<file path="config.mk">
export PLATFORM = sky130hd
export DESIGN_NAME = fbf_flip_top
export DESIGN_NICKNAME = d
export VERILOG_FILES = /design/src/rtl/fbf_pkg.sv /design/src/rtl/fbf_addr_regs.sv /design/src/rtl/fbf_flip_seq.sv /design/src/rtl/fbf_read_mux.sv /design/src/rtl/fbf_flip_top.sv
export SDC_FILE = /design/constraint.sdc
export NUM_CORES = 1
export LEC_CHECK = 0
export BUFFER_PORTS_ARGS = -buffer_cell sky130_fd_sc_hd__buf_2
export CAP_MARGIN = 20
export CORE_ASPECT_RATIO = 0.7
export CORE_MARGIN = 3
export CORE_UTILIZATION = 51
export CTS_CLUSTER_DIAMETER = 50
export DETAILED_ROUTE_END_ITERATION = 10
export GPL_ROUTABILITY_DRIVEN = 0
export GPL_TIMING_DRIVEN = 1
export PLACE_DENSITY = 0.76
export SLEW_MARGIN = 20
export SYNTH_ARGS = -nofsm -noshare
export SYNTH_HDL_FRONTEND = slang
export SYNTH_SLANG_ARGS = --single-unit
</file>
<file path="constraint.sdc">
create_clock -name clk -period 3.2 [get_ports clk]
set_input_delay 0.64 -clock clk [delete_from_list [all_inputs] [get_ports clk]]
set_output_delay 0.64 -clock clk [all_outputs]
set_load 0.02 [all_outputs]
</file>
<file path="src/rtl/fbf_pkg.sv">
// Package: shared constants for the framebuffer flip block.
// Assumes a 32-bit register port and a small word-indexed register space.
package fbf_pkg;
    parameter int DATA_W   = 32;
    parameter int IDX_W    = 3;
    parameter int NUM_BUF  = 2;
    localparam int BASE_W  = 2 * DATA_W;

    // Control register and its bit positions
    localparam logic [IDX_W-1:0] IDX_CTRL = IDX_W'(0);
    localparam int TRIG_BIT = 7;
    localparam int ACT_BIT  = 11;

    // Address words: buffer b low word at 1+2b, high word at 2+2b
    function automatic logic [IDX_W-1:0] lo_idx(input int b);
        return IDX_W'(1 + 2 * b);
    endfunction

    function automatic logic [IDX_W-1:0] hi_idx(input int b);
        return IDX_W'(2 + 2 * b);
    endfunction
endpackage

</file>
<file path="src/rtl/fbf_addr_regs.sv">
// Module: fbf_addr_regs
// Holds the low and high address words of every buffer.
// Assumes at most one write per cycle; unknown indices are ignored here.
module fbf_addr_regs
    import fbf_pkg::*;
(
    input  logic                               clk,
    input  logic                               rst_n,
    input  logic                               wr_en,
    input  logic [IDX_W-1:0]                   wr_idx,
    input  logic [DATA_W-1:0]                  wr_data,
    output logic [NUM_BUF-1:0][DATA_W-1:0]     lo_o,
    output logic [NUM_BUF-1:0][DATA_W-1:0]     hi_o
);
    for (genvar b = 0; b < NUM_BUF; b++) begin : g_buf
        localparam logic [IDX_W-1:0] LO_I = lo_idx(b);
        localparam logic [IDX_W-1:0] HI_I = hi_idx(b);

        // Low word storage for buffer b
        always_ff @(posedge clk) begin
            if (!rst_n)                          lo_o[b] <= '0;
            else if (wr_en && wr_idx == LO_I)    lo_o[b] <= wr_data;
        end

        // High word storage for buffer b
        always_ff @(posedge clk) begin
            if (!rst_n)                          hi_o[b] <= '0;
            else if (wr_en && wr_idx == HI_I)    hi_o[b] <= wr_data;
        end

        p_lo_write_r2: assert property (@(posedge clk) disable iff (!rst_n)
            (wr_en && wr_idx == LO_I) |=> (lo_o[b] == $past(wr_data)));
        p_hi_write_r2: assert property (@(posedge clk) disable iff (!rst_n)
            (wr_en && wr_idx == HI_I) |=> (hi_o[b] == $past(wr_data)));
    end
endmodule

</file>
<file path="src/rtl/fbf_flip_seq.sv">
// Module: fbf_flip_seq
// Latches flip triggers and applies them at the next vblank strobe.
// A trigger only counts for strobes in later cycles. A pending request
// absorbs further triggers until it is consumed.
module fbf_flip_seq (
    input  logic clk,
    input  logic rst_n,
    input  logic trig,
    input  logic vblank,
    output logic active_o,
    output logic done_o
);
    logic pend_q;
    logic apply;

    assign apply = vblank && pend_q;

    // Pending request: consumed by vblank, re-armed by any trigger
    always_ff @(posedge clk) begin
        if (!rst_n) pend_q <= 1'b0;
        else        pend_q <= (pend_q && !vblank) || trig;
    end

    // Active selection toggles when a pending request is applied
    always_ff @(posedge clk) begin
        if (!rst_n)     active_o <= 1'b0;
        else if (apply) active_o <= ~active_o;
    end

    // One-cycle completion pulse
    always_ff @(posedge clk) begin
        if (!rst_n) done_o <= 1'b0;
        else        done_o <= apply;
    end

    p_trig_arms_r4: assert property (@(posedge clk) disable iff (!rst_n)
        trig |=> pend_q);
    p_hold_no_vblank_r4: assert property (@(posedge clk) disable iff (!rst_n)
        !vblank |=> $stable(active_o));
    p_swap_pulse_r5: assert property (@(posedge clk) disable iff (!rst_n)
        (vblank && pend_q) |=> (done_o && active_o != $past(active_o)));
    p_idle_vblank_r9: assert property (@(posedge clk) disable iff (!rst_n)
        (vblank && !pend_q) |=> (!done_o && $stable(active_o)));
endmodule

</file>
<file path="src/rtl/fbf_read_mux.sv">
// Module: fbf_read_mux
// Combinational read-back of control status and address words.
// Assumes unmapped indices read as zero.
module fbf_read_mux
    import fbf_pkg::*;
(
    input  logic [IDX_W-1:0]                   rd_idx,
    input  logic                               active,
    input  logic [NUM_BUF-1:0][DATA_W-1:0]     lo_i,
    input  logic [NUM_BUF-1:0][DATA_W-1:0]     hi_i,
    output logic [DATA_W-1:0]                  rd_data
);
    // Select the word addressed by rd_idx
    always_comb begin
        rd_data = '0;
        if (rd_idx == IDX_CTRL) rd_data[ACT_BIT] = active;
        for (int b = 0; b < NUM_BUF; b++) begin
            if (rd_idx == lo_idx(b)) rd_data = lo_i[b];
            if (rd_idx == hi_idx(b)) rd_data = hi_i[b];
        end
    end
endmodule

</file>
<file path="src/rtl/fbf_flip_top.sv">
// Module: fbf_flip_top
// Double-buffered framebuffer base selection for one display pipe.
// Assumes vblank is a one-cycle strobe in the clk domain.
module fbf_flip_top
    import fbf_pkg::*;
(
    input  logic                 clk,
    input  logic                 rst_n,
    input  logic                 reg_wr_en,
    input  logic [IDX_W-1:0]     reg_wr_idx,
    input  logic [DATA_W-1:0]    reg_wr_data,
    input  logic [IDX_W-1:0]     reg_rd_idx,
    output logic [DATA_W-1:0]    reg_rd_data,
    input  logic                 vblank,
    output logic [BASE_W-1:0]    scan_base,
    output logic                 active_buf,
    output logic                 flip_done
);
    logic [NUM_BUF-1:0][DATA_W-1:0] lo_w;
    logic [NUM_BUF-1:0][DATA_W-1:0] hi_w;
    logic trig;

    // Trigger decode: control write with the trigger bit set
    assign trig = reg_wr_en && (reg_wr_idx == IDX_CTRL) && reg_wr_data[TRIG_BIT];

    fbf_addr_regs u_regs (
        .clk(clk), .rst_n(rst_n), .wr_en(reg_wr_en), .wr_idx(reg_wr_idx),
        .wr_data(reg_wr_data), .lo_o(lo_w), .hi_o(hi_w)
    );

    fbf_flip_seq u_seq (
        .clk(clk), .rst_n(rst_n), .trig(trig), .vblank(vblank),
        .active_o(active_buf), .done_o(flip_done)
    );

    fbf_read_mux u_rd (
        .rd_idx(reg_rd_idx), .active(active_buf), .lo_i(lo_w), .hi_i(hi_w),
        .rd_data(reg_rd_data)
    );

    // Base address of the selected buffer
    always_comb scan_base = {hi_w[active_buf], lo_w[active_buf]};

    p_base_cause_r3: assert property (@(posedge clk) disable iff (!rst_n)
        !$stable(scan_base) |-> ($past(reg_wr_en) || flip_done));
endmodule

</file>
==> impl_metrics.json, run 1 <==
{
  "syn_inst": 733,
  "syn_area_um2": 6470,
  "cap_violations": 0,
  "min_path_cells": 2,
  "pre_cts_ws_ns": 0.644,
  "drtAntennaViolNets": 0,
  "syn_nets": 775,
  "crit_type": "primary input to output port",
  "die_w_um": 141,
  "grt_pass1_vias": 5722,
  "max_slew_margin_pct": 39.2,
  "die_y_um": 100,
  "hold_viol": 0,
  "vias": 5925,
  "cts_tree": "yes",
  "die_area_um2": 14100,
  "synth_edf_count": 0,
  "rr_worst_depth": 3,
  "postSynthAreaPerCell_um2": 8.83,
  "cts_hold_buf": 0,
  "status": "complete, no violations",
  "ys_types": 30,
  "grt_remaining_overflow": 0,
  "fmax_ghz": 0.390,
  "powerDensity_nw_per_um2": 498,
  "period_needed_ns": 2.56,
  "grt_max_degree": 69,
  "num_rows": 33,
  "yosysTopAreaCell": "dfxtp_1",
  "grt_first_pass_wirelength_mm": 29.3,
  "clkLatencyLatePin_ns": 0.41,
  "fin_ws_ns": 0.636,
  "setup_violations": 0,
  "htree_num_levels": 4,
  "crit_required_ns": 2.56,
  "synthArstFlopShare_pct": 0,
  "path_max_fanout": 17,
  "ys.flop_type": "dfxtp_1",
  "synth_seq_cells": 131,
  "numCtsBuffers": 17,
  "cts.repair_timing.setup_buffer_count": 0,
  "drc": 0,
  "worst_slew_pin_slew_ns": 0.912,
  "fin_setup_tns_ns": 0,
  "finalPower_mw": 3.85,
  "viasPerCell": 5.90,
  "worst_ir_drop_vdd_mv": 0.455,
  "start_util_pct": 53.7,
  "slew_violations": 0,
  "core_area_um2": 12100,
  "ios": 140,
  "power_leakage_nw": 3.16,
  "port_buffers": 139,
  "drive_gt1_share_pct": 33.6,
  "clock_skew_ns": 0.0116,
  "critical_path_arrival_ns": 1.92,
  "period_share_pct": 80.1,
  "synth_top_cell_area_share_pct": 40.5,
  "critPathCaptureType": "output port",
  "clock-root-buffer": "clkbuf_16",
  "wl_per_cell_um": 18.5,
  "rsz0062_at_grt": "no",
  "synth_warnings": 0,
  "numClockSinks": 131,
  "hpwl_mm": 12.1,
  "hold_path.class": "flip-flop to flip-flop",
  "n_fill_cell": 1026,
  "num-nets-final": 878,
  "drtIter0Drc": 382,
  "drt-pass1-iter-count": 5,
  "cts_resized": 0,
  "yosys-top-cells-area": "dfxtp_1 (41%), mux2_2 (11%), nand2_1 (9.3%), a21boi_2 (5.2%), mux2i_1 (5.1%)",
  "seq_area_frac_synth_pct": 40.5,
  "antenna_found_initial": 1,
  "grtUsageTotal_pct": 26.0,
  "cp-start-kind": "primary input",
  "synthToLayoutAreaGrowth_pct": 19.5,
  "clockBufferDepth": 2,
  "wl_mm": 18.6,
  "path_clk_slew_ns": 0.05
}
[cell usage after synthesis (3+ instances only)]
library cell and n:
a21boi_0 10, a21boi_1 24, a21boi_2 30, a22oi_1 31
buf_1 3, buf_2 24, buf_4 11, buf_6 5
clkbuf_1 29, dfxtp_1 131, mux2_2 64, mux2i_1 33
nand2_1 161, nand3_1 64, nand4bb_1 3, o21ai_0 62
o22ai_1 32
[layout by cell type (no fill, tap or decap)]
master        n
bufinv_16     1
nor2b_2       2
nand4bb_4     1
mux2_2       64
buf_12        1
nor4bb_4      1
nand4bb_2     2
and3_1        1
dfxtp_1     130
buf_4        17
buf_2       138
inv_1         1
and2_1        2
o21ai_1       2
clkbuf_1      4
clkinvlp_4    1
nand3b_1      1
a21boi_2     30
nand3_1      64
a21boi_1     24
a22oi_1      31
nand4b_2      1
and4bb_2      1
o21ai_0      62
clkbuf_8      5
dfxtp_2       1
a21boi_0     10
o32ai_1       1
diode_2       1
nand2_1     161
clkinv_2      2
mux2i_1      33
nand2b_1      1
clkbuf_16    17
a2bb2oi_1     1
xnor2_1       1
o22ai_1      32
[through the flow]
step | instances | cell area, µm² | hold slack (ns) | util [%]
floorplan | 733 | 6470 | 0.446 | -
global placement | 974 | 7170 | 0.453 | 59.5
detailed placement | 974 | 7170 | 0.465 | 59.5
CTS | 1004 | 7730 | 0.473 | 64.1
global route | 1004 | 7730 | 0.485 | 64.1
finish | 1005 | 7730 | 0.471 | 64.1
[area by class of cell]
cell class,instances,area [µm²],share of cell area (%)
Inverter,1,3.75,0.0485
Multi-Input combinational cell,529,3510,45.4
Timing Repair Buffer,156,838,10.8
Antenna cell,1,2.50,0.0324
Clock buffer,26,509,6.59
Sequential cell,131,2620,33.9
Clock inverter,4,47.5,0.615
Tap cell,157,196,2.54
[where the power goes]
group | switching (mW) | internal (mW)
Combinational | 0.214 | 0.123
Clock | 0.663 | 1.16
Sequential | 0.0258 | 1.67
Total | 0.903 | 2.95
[flip-flops by register name, summed over array words and instances (netlist names)]
signal	cells
u_regs.lo_o	64
u_regs.hi_o	64
u_seq.done_o	1
u_seq.active_o	1
u_seq.pend_q	1
[critical path, stage by stage]
cell and delay, ns:
buf_2 0.12, nor2b_2 0.36, buf_4 0.33, a22oi_1 0.10, o22ai_1 0.16, buf_2 0.19
[path summary, 6_finish.rpt]
path                                      from              end  slack (ns)
worst max-delay path             reg_rd_idx[2]  reg_rd_data[30]        0.64
worst min-delay path            u_regs.hi_o[1]   u_regs.hi_o[1]        0.47
worst max register to register  u_seq.active_o   u_seq.active_o        2.19
worst min register to register  u_regs.hi_o[1]   u_regs.hi_o[1]        0.47
[metal layers]
metal / vias up / wire [µm] / track usage, % / part of all wire (%)
met1: 2818 / 8020 / 34.1 / 43
li1: 2806 / - / - / -
met5: - / 9 / 0 / 0.048
met2: 270 / 8460 / 41.5 / 46
met4: 2 / 346 / 9.90 / 1.9
met3: 29 / 1720 / 6.71 / 9.3
[cells by family (layout without fill, tap and decap cells)]
| logic type | Yosys count | in the layout | synth area share (%) |
|---|---|---|---|
| DFF | 131 | 131 | 40.5 |
| buffers and inverters | 73 | 187 | 5.92 |
| muxes | 97 | 97 | 16.2 |
| other | 0 | 1 | 0 |
| AOI/OAI and AO/OA | 193 | 193 | 21.1 |
| and+or+nand+nor | 238 | 238 | 16.1 |
| xor gates and xnor gates | 1 | 1 | 0.135 |
No activity file was read; power rests on OpenSTA's default activity.
==> run 2: changes to the inputs <==
--- a/config.mk
+++ b/config.mk
@@ -5,6 +5,7 @@
 export SDC_FILE = /design/constraint.sdc
 export NUM_CORES = 1
 export LEC_CHECK = 0
+export ABC_AREA = 1
 export BUFFER_PORTS_ARGS = -buffer_cell sky130_fd_sc_hd__buf_2
 export CAP_MARGIN = 20
 export CORE_ASPECT_RATIO = 0.7
@@ -14,7 +15,7 @@
 export DETAILED_ROUTE_END_ITERATION = 10
 export GPL_ROUTABILITY_DRIVEN = 0
 export GPL_TIMING_DRIVEN = 1
-export PLACE_DENSITY = 0.76
+export PLACE_DENSITY = 0.75
 export SLEW_MARGIN = 20
 export SYNTH_ARGS = -nofsm -noshare
 export SYNTH_HDL_FRONTEND = slang
==> constraint.sdc (replaced) <==
create_clock -name clk -period 2.58 [get_ports clk]
set_input_delay 0.516 -clock clk [delete_from_list [all_inputs] [get_ports clk]]
set_output_delay 0.516 -clock clk [all_outputs]
set_load 0.02 [all_outputs]
==> run 2 against run 1 <==
- clock skew shrank 0.0032 ns
- hold slack lost 0.12 ns
- wire length grew 24%
- setup slack lost 0.38 ns
- final area grew 11%
- via count grew 33%
- flip-flop and latch count is the same
- register-to-register slack lost 0.89 ns
- die area grew 8.0%
==> impl_metrics.json, run 2 <==
{
  "cp-start-kind": "flip-flop",
  "hold_viol": 0,
  "critPathCaptureType": "output port",
  "drive_gt1_share_pct": 16.9,
  "r2r-start": "u_seq.active_o",
  "die_area_um2": 15200,
  "worst_slew_pin_slew_ns": 0.741,
  "synth_edf_count": 0,
  "hold_path.class": "primary input to flip-flop",
  "crit_top_cell": "nand2_1",
  "synth_warnings": 0,
  "worst_ir_drop_vdd_mv": 0.547,
  "critical_path_arrival_ns": 1.80,
  "synth_top_cell_area_share_pct": 37.4,
  "cts_tree": "yes",
  "rsz0062_at_grt": "no",
  "clock_skew_ns": 0.00842,
  "crit_required_ns": 2.06,
  "reg_top3": "u_regs.hi_o: 64 flops, u_regs.lo_o: 64 flops",
  "wl_per_cell_um": 15.8,
  "drtIter0Drc": 728,
  "timing.hold.ws_ns": 0.355,
  "grt_max_degree": 48,
  "synthArstFlopShare_pct": 0,
  "antenna_cells": 0,
  "slew_violations": 0,
  "path_clk_slew_ns": 0.06,
  "synthToLayoutAreaGrowth_pct": 22.3,
  "num-nets-final": 1299,
  "fin_util_pct": 64.4,
  "yosys-top-cells-count": "nand2_1 (331), nor2_1 (229), dfxtp_1 (131)",
  "clockBufferDepth": 2,
  "vias": 7894,
  "drt-pass1-iter-count": 5,
  "grt_pass1_vias": 7012,
  "crit_start": "u_seq.active_o",
  "period_needed_ns": 2.32,
  "grtUsageTotal_pct": 29.6,
  "clkLatencyLatePin_ns": 0.42,
  "crit_type": "flip-flop to output port",
  "grt_first_pass_wirelength_mm": 36.7,
  "setup_violations": 0,
  "syn_inst": 1157,
  "drc": 0,
  "numCtsBuffers": 17,
  "min_from": "reg_wr_data[24]",
  "n_fill_cell": 1262,
  "grt_remaining_overflow": 0,
  "ys_types": 17,
  "syn_nets": 1199,
  "mostFrequentLayoutCells": "nand2_1 (331), nor2_1 (226), buf_2 (138)",
  "cts_resized": 0,
  "path_cells": "inv_2 -> buf_12 -> nand2_1 -> nand3_1 -> nand2_1 -> nand2_1 -> nand2_1 -> buf_2",
  "numClockSinks": 131,
  "instances_no_fill": 1455,
  "port_buffers": 139,
  "synth_most_common_cell": "nand2_1",
  "synth_seq_cells": 131,
  "clock-root-buffer": "clkbuf_16",
  "postSynthAreaPerCell_um2": 6.06,
  "num_rows": 35,
  "cts_hold_buf": 0,
  "ys.flop_type": "dfxtp_1",
  "hpwl_mm": 14.5,
  "dp.cells": 1423,
  "powerDensity_nw_per_um2": 662,
  "fmax_ghz": 0.431,
  "fin_setup_tns_ns": 0,
  "cap_violations": 0,
  "die_y_um": 104,
  "seq_area_frac_synth_pct": 37.4,
  "start_util_pct": 52.7,
  "yosys-top-cells-area": "dfxtp_1 (37%), nand2_1 (18%), nor2_1 (12%), nand4_1 (8.4%), nand3_1 (7.1%)",
  "final_area_um2": 8580,
  "wl_mm": 23.0,
  "viasPerCell": 5.43,
  "ios": 140,
  "status": "complete, no violations",
  "core_area_um2": 13300,
  "die_w_um": 146,
  "crit_slowest_cell": "inv_2",
  "max_slew_margin_pct": 50.4,
  "path_buf_inv": 3,
  "syn_area_um2": 7020,
  "drtAntennaViolNets": 0,
  "path_max_fanout": 28,
  "yosysTopAreaCell": "dfxtp_1",
  "htree_num_levels": 4,
  "critPathTopFamily": "buffers and inverters",
  "final_common_cell": "nand2_1",
  "cts.repair_timing.setup_buffer_count": 0,
  "postPlaceCellArea_um2": 7880,
  "power_leakage_nw": 4.18,
  "antenna_found_initial": 1,
  "crit_path_max_incr_delay_ns": 0.33,
  "period_share_pct": 90.0
}
## run 2: cell count changes in the layout (fill, tap and decap cells not counted), sizes merged, moves of 7 or more
cell    previous run  this run
nor2               0       232
a21boi            64         0
nand3             64        99
buf              156       171
nand2            161       332
clkbuf            26        19
nand4              0        94
o22ai             32         0
inv                1       111
mux2i             33         0
a22oi             31         0
mux2              64         0
## run 2: final cells by class
cell class              count  area [µm²]  area share (%)
flip-flops and latches    131        2620            30.6
clock buffers              19         443            5.16
repair buffers            171        1010            11.8
inverters                 110         413            4.81
multi-input cells         826        3600            42.0
clock inverters            13         254            2.96
well taps                 185         231            2.70
## run 2: cells by family (layout without fill, tap and decap cells)
logic type      after synthesis  count (layout)  synth area share, %
flops                       131             131                 37.4
buf+inv                     200             313                 11.7
compound gates               68              68                 4.85
simple gates                758             758                 46.0
## run 2: worst register-to-register path: stages, from the launching register on
cell	delay (ns)
dfxtp_2	0.32
inv_2	0.33
buf_12	0.28
o21ai_0	0.14
a21oi_1	0.14
## run 2: power by group
group          leakage, nW  internal [mW]  total [mW]  switching [mW]
logic                 2.77          0.201       0.648           0.447
registers             1.07           2.09        2.15          0.0513
clock network        0.338           1.94        2.89           0.948
## run 2: stage by stage
step                      worst slack, ns  total power, mW
after floorplan                     0.669             2.59
after global placement              0.363             2.81
after detailed placement            0.332             2.82
after CTS                           0.263             5.68
after global routing                0.168             5.84
final                               0.259             5.68
## run 2: path summary, 6_finish.rpt
check,endpoint,slack (ns),cells after the start
max,reg_rd_data[11],0.26,8
min,u_regs.hi_o[56],0.35,3
max reg2reg,u_seq.active_o,1.30,4
min reg2reg,u_seq.pend_q,0.47,2
## run 2: layer usage
layer	track usage, %	vias up	wire (µm)
li1	-	3867	-
met1	41.7	3561	10100
met2	45.5	423	10300
met4	10.8	2	414
met5	0	-	9
met3	5.31	41	2220
==> run 3: changes to the inputs <==
--- a/config.mk
+++ b/config.mk
@@ -5,7 +5,6 @@
 export SDC_FILE = /design/constraint.sdc
 export NUM_CORES = 1
 export LEC_CHECK = 0
-export ABC_AREA = 1
 export BUFFER_PORTS_ARGS = -buffer_cell sky130_fd_sc_hd__buf_2
 export CAP_MARGIN = 20
 export CORE_ASPECT_RATIO = 0.7
@@ -15,7 +14,8 @@
 export DETAILED_ROUTE_END_ITERATION = 10
 export GPL_ROUTABILITY_DRIVEN = 0
 export GPL_TIMING_DRIVEN = 1
-export PLACE_DENSITY = 0.75
+export MAX_ROUTING_LAYER = met4
+export PLACE_DENSITY = 0.76
 export SLEW_MARGIN = 20
 export SYNTH_ARGS = -nofsm -noshare
 export SYNTH_HDL_FRONTEND = slang
==> run 3 against run 2 <==
- critical path depth is 3 lower
- critical endpoint unchanged
- global-route usage is 3.3 points lower
- critical path type unchanged
- via count is 25% lower
==> impl_metrics.json, run 3 (synthesis results as in run 1) <==
{
  "status": "complete, no violations",
  "power_leakage_nw": 3.25,
  "min_to": "u_regs.hi_o[19]",
  "p_int_mw": 4.02,
  "crit_required_ns": 2.06,
  "grt_first_pass_wirelength_mm": 29.2,
  "hold_viol": 0,
  "grt_max_degree": 65,
  "worst_ir_drop_vdd_mv": 0.531,
  "cts.repair_timing.setup_buffer_count": 0,
  "power.share.clock_pct": 51.7,
  "fin_util_pct": 65.7,
  "port_buffers": 139,
  "p_seq_share_pct": 40.2,
  "mostFrequentLayoutCells": "nand2_1 (161), buf_2 (138), dfxtp_1 (130)",
  "cts_resized": 0,
  "clkLatencyLatePin_ns": 0.41,
  "multi_input_area_um2": 3510,
  "drtIter0Drc": 410,
  "viasPerCell": 5.88,
  "drt-pass1-iter-count": 5,
  "pre_cts_ws_ns": 0.379,
  "critical_path_arrival_ns": 1.86,
  "setup_violations": 0,
  "numClockSinks": 131,
  "grtUsageTotal_pct": 26.3,
  "slew_violations": 0,
  "powerDensity_nw_per_um2": 660,
  "path_clk_slew_ns": 0.06,
  "die_area_um2": 14100,
  "cp-start-kind": "flip-flop",
  "antenna_found_initial": 2,
  "wl_per_cell_um": 18.0,
  "num_rows": 33,
  "vias": 5958,
  "synthToLayoutAreaGrowth_pct": 22.4,
  "crit_type": "flip-flop to output port",
  "reg_top3": "u_regs.hi_o: 64 flops, u_regs.lo_o: 64 flops",
  "clockBufferDepth": 2,
  "min_path_cells": 3,
  "drive_gt1_share_pct": 34.7,
  "num-nets-final": 884,
  "max_slew_margin_pct": 41.1,
  "worst_slew_pin_slew_ns": 0.881,
  "critPathCaptureType": "output port",
  "period_share_pct": 92.0,
  "r2r-start": "u_seq.pend_q",
  "r2r-end": "u_seq.active_o",
  "grt_pass1_vias": 5842,
  "start_util_pct": 53.7,
  "seq_area_um2": 2620,
  "rr_worst_depth": 3,
  "min_from": "reg_wr_data[19]",
  "path_max_fanout": 19,
  "power_switching_mw": 1.20,
  "hold_path.class": "primary input to flip-flop",
  "core_area_um2": 12100,
  "crit_slowest_cell": "dfxtp_2",
  "htree_num_levels": 4,
  "final_common_cell": "nand2_1",
  "crit_path_max_incr_delay_ns": 0.44,
  "die_y_um": 100,
  "rsz0062_at_grt": "no",
  "numCtsBuffers": 17,
  "fin_setup_tns_ns": 0,
  "die_w_um": 141,
  "clock_skew_ns": 0.00258,
  "fin_ws_ns": 0.207,
  "cts_tree": "yes",
  "ios": 140,
  "switching_share_pct": 23.0,
  "wl_mm": 18.3,
  "cap_violations": 0,
  "path_cells": "buf_4 -> mux2i_1 -> a2bb2oi_1 -> o22ai_1 -> buf_2",
  "cts_hold_buf": 0,
  "period_needed_ns": 2.37,
  "clock-root-buffer": "clkbuf_16",
  "n_fill_cell": 999,
  "hpwl_mm": 12.0,
  "drtAntennaViolNets": 0,
  "grt_remaining_overflow": 0,
  "r2r_setup_slack_ns": 1.79,
  "fmax_ghz": 0.421,
  "p_comb_share_pct": 8.1,
  "drc": 0
}
run 3: cell types whose count changed in the layout (fill, tap and decap cells not counted), sizes merged, moves of 3 or more:
cell | previous run | this run
a21boi | 0 | 64
a22oi | 0 | 31
buf | 171 | 162
inv | 111 | 2
mux2 | 0 | 64
mux2i | 0 | 33
nand2 | 332 | 161
nand3 | 99 | 64
nand4 | 94 | 0
nand4bb | 0 | 3
nor2 | 232 | 0
o22ai | 0 | 32
run 3: critical path, delay by kind of cell, from the launching register on:
family,cells,cell delay [ns]
AO/OA/AOI/OAI,2,0.34
buffers and inverters,2,0.55
flip-flops,1,0.44
multiplexers,1,0.12
run 3: worst max-delay path by stage:
stage / from / endpoint / slack (ns)
2_1_floorplan: reg_rd_idx[1] / reg_rd_data[0] / 0.54
5_1_grt: u_seq.active_o / reg_rd_data[11] / 0.06
4_1_cts: u_seq.active_o / reg_rd_data[11] / 0.20
6_report: u_seq.active_o / reg_rd_data[11] / 0.21
3_5_place_dp: reg_rd_idx[2] / reg_rd_data[25] / 0.38
3_3_place_gp: reg_rd_idx[2] / reg_rd_data[2] / 0.45
run 3: final cells by class:
| class | instances | area share (%) |
|---|---|---|
| clock inverter | 12 | 2.54 |
| clock buffer | 20 | 5.90 |
| multi-input combinational | 529 | 44.3 |
| timing repair buffer | 162 | 11.5 |
| inverter | 1 | 0.0474 |
| sequential | 131 | 33.1 |
| tap | 157 | 2.48 |
| antenna | 2 | 0.0632 |
run 3: per-stage QoR:
stage | cells | cell area, µm² | total power, mW | hold slack (ns)
finish | 1014 | 7920 | 5.22 | 0.362
global route | 1014 | 7920 | 5.37 | 0.362
CTS | 1012 | 7910 | 5.25 | 0.349
detailed placement | 980 | 7240 | 2.56 | 0.462
global placement | 980 | 7240 | 2.54 | 0.452
floorplan | 733 | 6470 | 2.41 | 0.446
run 3: routing by layer:
layer  vias to the layer above  GRT usage [%]  routed length, µm
met5                         -              -                  0
met2                       270           41.6               8540
met1                      2831           33.5               7940
met3                        37           6.24               1460
li1                       2820              -                  -
met4                         0           8.79                344
run 3: power groups by stage:
stage	sequential (mW)	combinational [mW]	clock (mW)
after floorplan	2.13	0.273	0
after global placement	2.14	0.405	0
after detailed placement	2.14	0.420	0
after CTS	2.10	0.421	2.73
after global routing	2.10	0.455	2.81
final	2.10	0.424	2.70
